<file path="src/rtl/mdio_slv_pkg.sv">
package mdio_slv_pkg;

    localparam int OP_W   = 2;
    localparam int ADDR_W = 5;
    localparam int TA_W   = 2;
    localparam int DATA_W = 16;
    localparam int CNT_W  = $clog2(DATA_W);

    localparam logic [OP_W-1:0] OP_READ = 2'b10;

    typedef enum logic [2:0] {
        ST_PRE,
        ST_START,
        ST_OP,
        ST_PHY,
        ST_REG,
        ST_TA,
        ST_DATA
    } frame_st_e;

    typedef struct packed {
        logic rise;
        logic fall;
        logic dat;
    } mdio_samp_t;

    function automatic logic is_read(input logic [OP_W-1:0] op);
        return op == OP_READ;
    endfunction

endpackage

</file>
<file path="src/rtl/mdio_in_sync.sv">
module mdio_in_sync
    import mdio_slv_pkg::*;
#(
    parameter int STAGES = 2
) (
    input  logic       clk,
    input  logic       rst,
    input  logic       mdc_in,
    input  logic       mdio_in,
    output mdio_samp_t smp
);

    logic [STAGES-1:0] mdc_q;
    logic [STAGES-1:0] dat_q;
    logic              mdc_d;

    for (genvar i = 0; i < STAGES; i++) begin : g_stage
        if (i == 0) begin : g_first
            always_ff @(posedge clk) begin
                if (rst) begin
                    mdc_q[0] <= 1'b0;
                    dat_q[0] <= 1'b1;
                end else begin
                    mdc_q[0] <= mdc_in;
                    dat_q[0] <= mdio_in;
                end
            end
        end else begin : g_next
            always_ff @(posedge clk) begin
                if (rst) begin
                    mdc_q[i] <= 1'b0;
                    dat_q[i] <= 1'b1;
                end else begin
                    mdc_q[i] <= mdc_q[i-1];
                    dat_q[i] <= dat_q[i-1];
                end
            end
        end
    end

    always_ff @(posedge clk) begin
        if (rst) mdc_d <= 1'b0;
        else     mdc_d <= mdc_q[STAGES-1];
    end

    assign smp.rise = mdc_q[STAGES-1] & ~mdc_d;
    assign smp.fall = ~mdc_q[STAGES-1] & mdc_d;
    assign smp.dat  = dat_q[STAGES-1];

endmodule

</file>
<file path="src/rtl/mdio_frame_fsm.sv">
module mdio_frame_fsm
    import mdio_slv_pkg::*;
#(
    parameter int PRE_MIN = 32
) (
    input  logic              clk,
    input  logic              rst,
    input  mdio_samp_t        smp,
    input  logic [ADDR_W-1:0] phy_sel,
    input  logic [DATA_W-1:0] rf_rdata,
    output logic              rf_rd_req,
    output logic              rf_wr_req,
    output logic [ADDR_W-1:0] rf_addr,
    output logic [DATA_W-1:0] rf_wdata,
    output logic              mdio_out,
    output logic              mdio_oe,
    output logic              start_err
);

    localparam int PW = $clog2(PRE_MIN + 1);

    frame_st_e         st;
    logic [PW-1:0]     pre_cnt;
    logic [CNT_W-1:0]  bit_cnt;
    logic [OP_W-1:0]   op_f;
    logic [ADDR_W-1:0] phy_f;
    logic [ADDR_W-1:0] reg_f;
    logic [DATA_W-1:0] sh;
    logic              rd_mode;
    logic              match;
    logic              last_ta;

    assign match     = (phy_f == phy_sel);
    assign last_ta   = smp.rise && (st == ST_TA) && (bit_cnt == CNT_W'(TA_W - 1));
    assign rf_rd_req = last_ta && is_read(op_f) && match;
    assign rf_addr   = reg_f;

    always_ff @(posedge clk) begin
        if (rst) begin
            st        <= ST_PRE;
            pre_cnt   <= '0;
            bit_cnt   <= '0;
            op_f      <= '0;
            phy_f     <= '0;
            reg_f     <= '0;
            sh        <= '0;
            rd_mode   <= 1'b0;
            rf_wr_req <= 1'b0;
            rf_wdata  <= '0;
            mdio_out  <= 1'b0;
            mdio_oe   <= 1'b0;
            start_err <= 1'b0;
        end else begin
            rf_wr_req <= 1'b0;
            start_err <= 1'b0;
            if (smp.rise) begin
                case (st)
                    ST_PRE: begin
                        if (smp.dat) begin
                            if (pre_cnt != PW'(PRE_MIN)) pre_cnt <= pre_cnt + 1'b1;
                        end else begin
                            if (pre_cnt == PW'(PRE_MIN)) st <= ST_START;
                            pre_cnt <= '0;
                        end
                    end
                    ST_START: begin
                        if (!smp.dat) start_err <= 1'b1;
                        st      <= ST_OP;
                        bit_cnt <= '0;
                    end
                    ST_OP: begin
                        op_f <= {op_f[OP_W-2:0], smp.dat};
                        if (bit_cnt == CNT_W'(OP_W - 1)) begin
                            st      <= ST_PHY;
                            bit_cnt <= '0;
                        end else bit_cnt <= bit_cnt + 1'b1;
                    end
                    ST_PHY: begin
                        phy_f <= {phy_f[ADDR_W-2:0], smp.dat};
                        if (bit_cnt == CNT_W'(ADDR_W - 1)) begin
                            st      <= ST_REG;
                            bit_cnt <= '0;
                        end else bit_cnt <= bit_cnt + 1'b1;
                    end
                    ST_REG: begin
                        reg_f <= {reg_f[ADDR_W-2:0], smp.dat};
                        if (bit_cnt == CNT_W'(ADDR_W - 1)) begin
                            st      <= ST_TA;
                            bit_cnt <= '0;
                        end else bit_cnt <= bit_cnt + 1'b1;
                    end
                    ST_TA: begin
                        if (last_ta) begin
                            st      <= ST_DATA;
                            bit_cnt <= '0;
                            if (is_read(op_f)) begin
                                rd_mode  <= 1'b1;
                                mdio_oe  <= 1'b1;
                                mdio_out <= 1'b0;
                                sh       <= match ? rf_rdata : '1;
                            end else begin
                                rd_mode <= 1'b0;
                                sh      <= '0;
                            end
                        end else bit_cnt <= bit_cnt + 1'b1;
                    end
                    ST_DATA: begin
                        if (!rd_mode) sh <= {sh[DATA_W-2:0], smp.dat};
                        if (bit_cnt == CNT_W'(DATA_W - 1)) begin
                            st      <= ST_PRE;
                            pre_cnt <= '0;
                            bit_cnt <= '0;
                            mdio_oe <= 1'b0;
                            rd_mode <= 1'b0;
                            if (!rd_mode && match) begin
                                rf_wr_req <= 1'b1;
                                rf_wdata  <= {sh[DATA_W-2:0], smp.dat};
                            end
                        end else bit_cnt <= bit_cnt + 1'b1;
                    end
                    default: st <= ST_PRE;
                endcase
            end else if (smp.fall && st == ST_DATA && rd_mode) begin
                mdio_out <= sh[DATA_W-1];
                sh       <= {sh[DATA_W-2:0], 1'b0};
            end
        end
    end


    rst_idle_chk: assert property (@(posedge clk)
        rst |=> (!mdio_oe && !rf_wr_req && !start_err));


    req_excl_chk: assert property (@(posedge clk) disable iff (rst)
        !(rf_rd_req && rf_wr_req));


    rd_then_oe_chk: assert property (@(posedge clk) disable iff (rst)
        rf_rd_req |=> mdio_oe);


    oe_in_read_chk: assert property (@(posedge clk) disable iff (rst)
        mdio_oe |-> (st == ST_DATA && rd_mode));


    wr_match_chk: assert property (@(posedge clk) disable iff (rst)
        rf_wr_req |-> (phy_f == phy_sel));


    err_pulse_chk: assert property (@(posedge clk) disable iff (rst)
        start_err |=> !start_err);

endmodule

</file>
<file path="src/rtl/mdio_slave_decoder.sv">
module mdio_slave_decoder
    import mdio_slv_pkg::*;
#(
    parameter int SYNC_STAGES = 2,
    parameter int PRE_MIN     = 32
) (
    input  logic        clk,
    input  logic        rst,
    input  logic        mdc_in,
    input  logic        mdio_in,
    input  logic [4:0]  phy_sel,
    input  logic [15:0] rf_rdata,
    output logic        mdio_out,
    output logic        mdio_oe,
    output logic        start_err,
    output logic        rf_rd_req,
    output logic        rf_wr_req,
    output logic [4:0]  rf_addr,
    output logic [15:0] rf_wdata
);

    mdio_samp_t smp;

    mdio_in_sync #(.STAGES(SYNC_STAGES)) u_sync (
        .clk     (clk),
        .rst     (rst),
        .mdc_in  (mdc_in),
        .mdio_in (mdio_in),
        .smp     (smp)
    );

    mdio_frame_fsm #(.PRE_MIN(PRE_MIN)) u_fsm (
        .clk       (clk),
        .rst       (rst),
        .smp       (smp),
        .phy_sel   (phy_sel),
        .rf_rdata  (rf_rdata),
        .rf_rd_req (rf_rd_req),
        .rf_wr_req (rf_wr_req),
        .rf_addr   (rf_addr),
        .rf_wdata  (rf_wdata),
        .mdio_out  (mdio_out),
        .mdio_oe   (mdio_oe),
        .start_err (start_err)
    );

endmodule

</file>
<file path="config.mk">
export PLATFORM = sky130hd
export DESIGN_NAME = mdio_slave_decoder
export DESIGN_NICKNAME = d
export VERILOG_FILES = /design/src/rtl/mdio_slv_pkg.sv /design/src/rtl/mdio_in_sync.sv /design/src/rtl/mdio_frame_fsm.sv /design/src/rtl/mdio_slave_decoder.sv
export SDC_FILE = /design/constraint.sdc
export NUM_CORES = 1
export LEC_CHECK = 0
export ABC_AREA = 1
export BUFFER_PORTS_ARGS = -buffer_cell sky130_fd_sc_hd__buf_2
export CAP_MARGIN = 20
export CELL_PAD_IN_SITES_DETAIL_PLACEMENT = 0
export CELL_PAD_IN_SITES_GLOBAL_PLACEMENT = 1
export CORE_ASPECT_RATIO = 1.2
export CORE_MARGIN = 2
export CORE_UTILIZATION = 43
export DETAILED_ROUTE_END_ITERATION = 12
export HOLD_SLACK_MARGIN = 0.03
export PLACE_DENSITY = 0.81
export SLEW_MARGIN = 25
export SYNTH_ARGS = -nofsm -noshare
export SYNTH_HDL_FRONTEND = slang
export SYNTH_HIERARCHICAL = 1
export SYNTH_SLANG_ARGS = --single-unit
export TNS_END_PERCENT = 20
</file>
<file path="constraint.sdc">
create_clock -name clk -period 2.96 [get_ports clk]
set_clock_uncertainty 0.2 [all_clocks]
set_input_delay 0.74 -clock clk [delete_from_list [all_inputs] [get_ports clk]]
set_output_delay 0.74 -clock clk [all_outputs]
set_load 0.05 [all_outputs]
</file>
==> summary.md <==
| Metric | Value |
|---|---|
| Status | finished clean |
| Share of cells above drive strength 1 | 17.3% |
| DRT Wirelength | 7740 um |
| Final instance area | 0.00384 mm^2 |
| Most frequent cells in the layout | 82 x nor2_1, 69 x nand2_1, 67 x dfxtp_1, 61 x inv_1, 56 x a21oi_1 |
| Worst r2r path cells | 6 |
| CTS root buf | clkbuf_8 |
| Worst slack, placed | 0.315 ns |
| Placed cell area | 0.00361 mm^2 |
| Fin nets | 562 |
| Final period util | 90.4% |
| Row count | 35 |
| DP Cell Count | 613 |
| Final setup fails | 0 |
| Number of buffers created by CTS | 9 |
| Number of synthesized flops with an enable pin | 0 |
| Worst setup SP type | flip-flop |
| Hold_sp | u_sync/mdc_q[0] |
| FF-to-FF setup slack | 0.72 ns |
| Clock Tree Buf Depth | 2 |
| Hold Slack | 0.211 ns |
| WHS Endpoint | u_sync/mdc_q[1] |
| Initial Utilization | 43.6% |
| Worst flop-to-flop path endpoint | u_fsm/sh[13] |
| Worst Path Arrival | 1.74 ns |
| Worst-Skew Late Latency | 0.35 ns |
| Fin util | 50.6% |
| Die height | 100 um |
| Post-route worst setup slack | 0.285 ns |
| Post-CTS Resized | 0 |
| Post-CTS Setup Bufs | 0 |
| Crit path capture type | output pin |
| Syn_nets | 517 |
| Fin cells | 629 |
| Top achievable clock speed | 374 MHz |
| Pleak | 1.77 nW |
| Vias in the first global route | 2883 |
| Final setup TNS | 0 ns |
| Synth area leaders | dfxtp_1 41%, nor2_1 9.3%, a21oi_1 8.5% |
| Post-synthesis sequential area ratio | 40.6% |
| Area growth, synth to finish | 16.0% |
| # Max-Cap Violations | 0 |
| Fill cells | 794 |
| First-pass GRT wire length | 12900 um |
| Cell Area, Synth | 0.00331 mm^2 |
| PwrDens | 480 mW/mm^2 |
| Pwr Total | 1.84 mW |
| CTS tree | yes |
| Flops & latches, synth | 67 |
| DR vias/cell | 5.00 |
| Hold Crit Class | flip-flop to flip-flop |
| Cell taking the most area after synthesis | dfxtp_1 |
| Routed length per instance | 12.3 um |
| DRC violations left | 0 |
| Setup CP Type | flip-flop to output pin |
| Final Max Slew Viols | 0 |
| Slew HR | 61.9% |
| Grt total ovfl | 0 |
| CTS Hold Bufs | 0 |
| I/O Pins | 51 |
| Antenna diodes | 0 |
| First-pass iteration count of the detailed router | 5 |
| Post-synthesis cell count | 487 |
| Yosys cell types | 31 |
| DR iter-0 viols | 128 |
| CP Max Fanout | 4 |
| Port Buffer Count | 50 |
| RSZ-0062 raised after global routing | false |
| Slew @ Worst Pin | 0.569 ns |
| Reg2reg start | u_fsm/st[1] |
| Critical Path RT | 2.02 ns |
| Routed Antenna Nets | 0 |
| Vias | 3142 |
| Final hold viol count | 0 |
| H-Tree Level Count | 3 |
| VDD IR-drop max | 0.000387 V |
| Yosys top cell area share | 40.6% |
| Most common cell after layout, fill and taps aside | nor2_1 |
| Core Region | 0.00758 mm^2 |
| Async set-reset flop share out of synthesis | 0% |
| GRT Total Usage | 18.9% |
| Clock transition at path regs | 0.08 ns |
| Cells on Worst Hold Path | 2 |
| Die width | 84.0 um |
| Fin crit period | 2.68 ns |
| Syn avg cell area | 6.79 um^2 |
| Initial antenna violation count | 0 |
| Post-synth top flop | dfxtp_1 |
| GPL Wtd Cong | 0.811 |
| Clock sink count | 67 |
| Post-DP HPWL | 5380 um |
| Die area | 0.00841 mm^2 |
| Synth Warn # | 6 |
| Pin count of the biggest net entering global routing | 47 |
[synthesized netlist by cell type, types with 2 or more instances]
master     n
buf_6      2
nor2_1    82
nand4_1    8
ha_1       5
nand2_1   69
nor2_4     2
nand2_2    4
inv_1     61
inv_2      9
a21oi_1   56
o21ai_1   12
dfxtp_1   67
buf_2     11
clkbuf_1   7
nor3_1     3
o21ai_0   41
nand3_1   33
buf_4      2
[logic make-up after synthesis]
| family | after synthesis | synth area share, % |
|---|---|---|
| XOR/XNOR | 2 | 0.530 |
| AND/OR/NAND/NOR | 210 | 28.5 |
| flip-flops | 67 | 40.6 |
| buffers and inverters | 92 | 11.5 |
| adder cells (fa/ha/maj) | 5 | 1.89 |
| AO/OA/AOI/OAI | 111 | 16.9 |
[final cells by class]
cell class / instances / area [um^2] / share of cell area, %
clock buffer: 10 / 138 / 3.59
sequential: 67 / 1340 / 35.0
tap: 92 / 115 / 3.00
inverter: 70 / 263 / 6.85
multi-input combinational: 328 / 1580 / 41.3
clock inverter: 6 / 88.8 / 2.32
timing repair buffer: 56 / 308 / 8.02
[layer usage]
metal / wire length [um] / global-route usage, %
met4: 93 / 7.07
met5: 0 / 0
met3: 283 / 4.28
met2: 3800 / 33.2
met1: 3560 / 22.6
[critical path: stages (launching register included)]
cell	delay, ns
dfxtp_1	0.35
inv_1	0.09
ha_1	0.14
nand3_1	0.13
inv_1	0.10
nand4_1	0.13
nor2_1	0.16
buf_2	0.29
[sequential cells by signal, indices dropped and copies added (netlist names), 2 cells and up]
name,cells
u_fsm/rf_wdata,16
u_fsm/sh,16
u_fsm/pre_cnt,6
u_fsm/phy_f,5
u_fsm/rf_addr,5
u_fsm/bit_cnt,4
u_fsm/st,3
u_fsm/op_f,2
u_sync/mdc_q,2
[worst max path at each step]
stage | cells after the start | to | slack (ns) | from
after floorplan | 7 | rf_rd_req | 0.02 | phy_sel[3]
final | 7 | rf_rd_req | 0.28 | u_fsm/bit_cnt[1]
after global routing | 7 | rf_rd_req | 0.15 | u_fsm/bit_cnt[1]
after detailed placement | 7 | rf_rd_req | 0.32 | phy_sel[0]
after CTS | 7 | rf_rd_req | 0.28 | u_fsm/bit_cnt[1]
after global placement | 7 | rf_rd_req | 0.28 | phy_sel[0]
[where the power goes]
part | total, mW | leakage [nW] | switching, mW | internal (mW)
sequential | 0.909 | 0.541 | 0.00370 | 0.905
clock | 0.859 | 0.108 | 0.362 | 0.497
combinational | 0.0745 | 1.12 | 0.0464 | 0.0282
(Power assumes the default switching activity.)
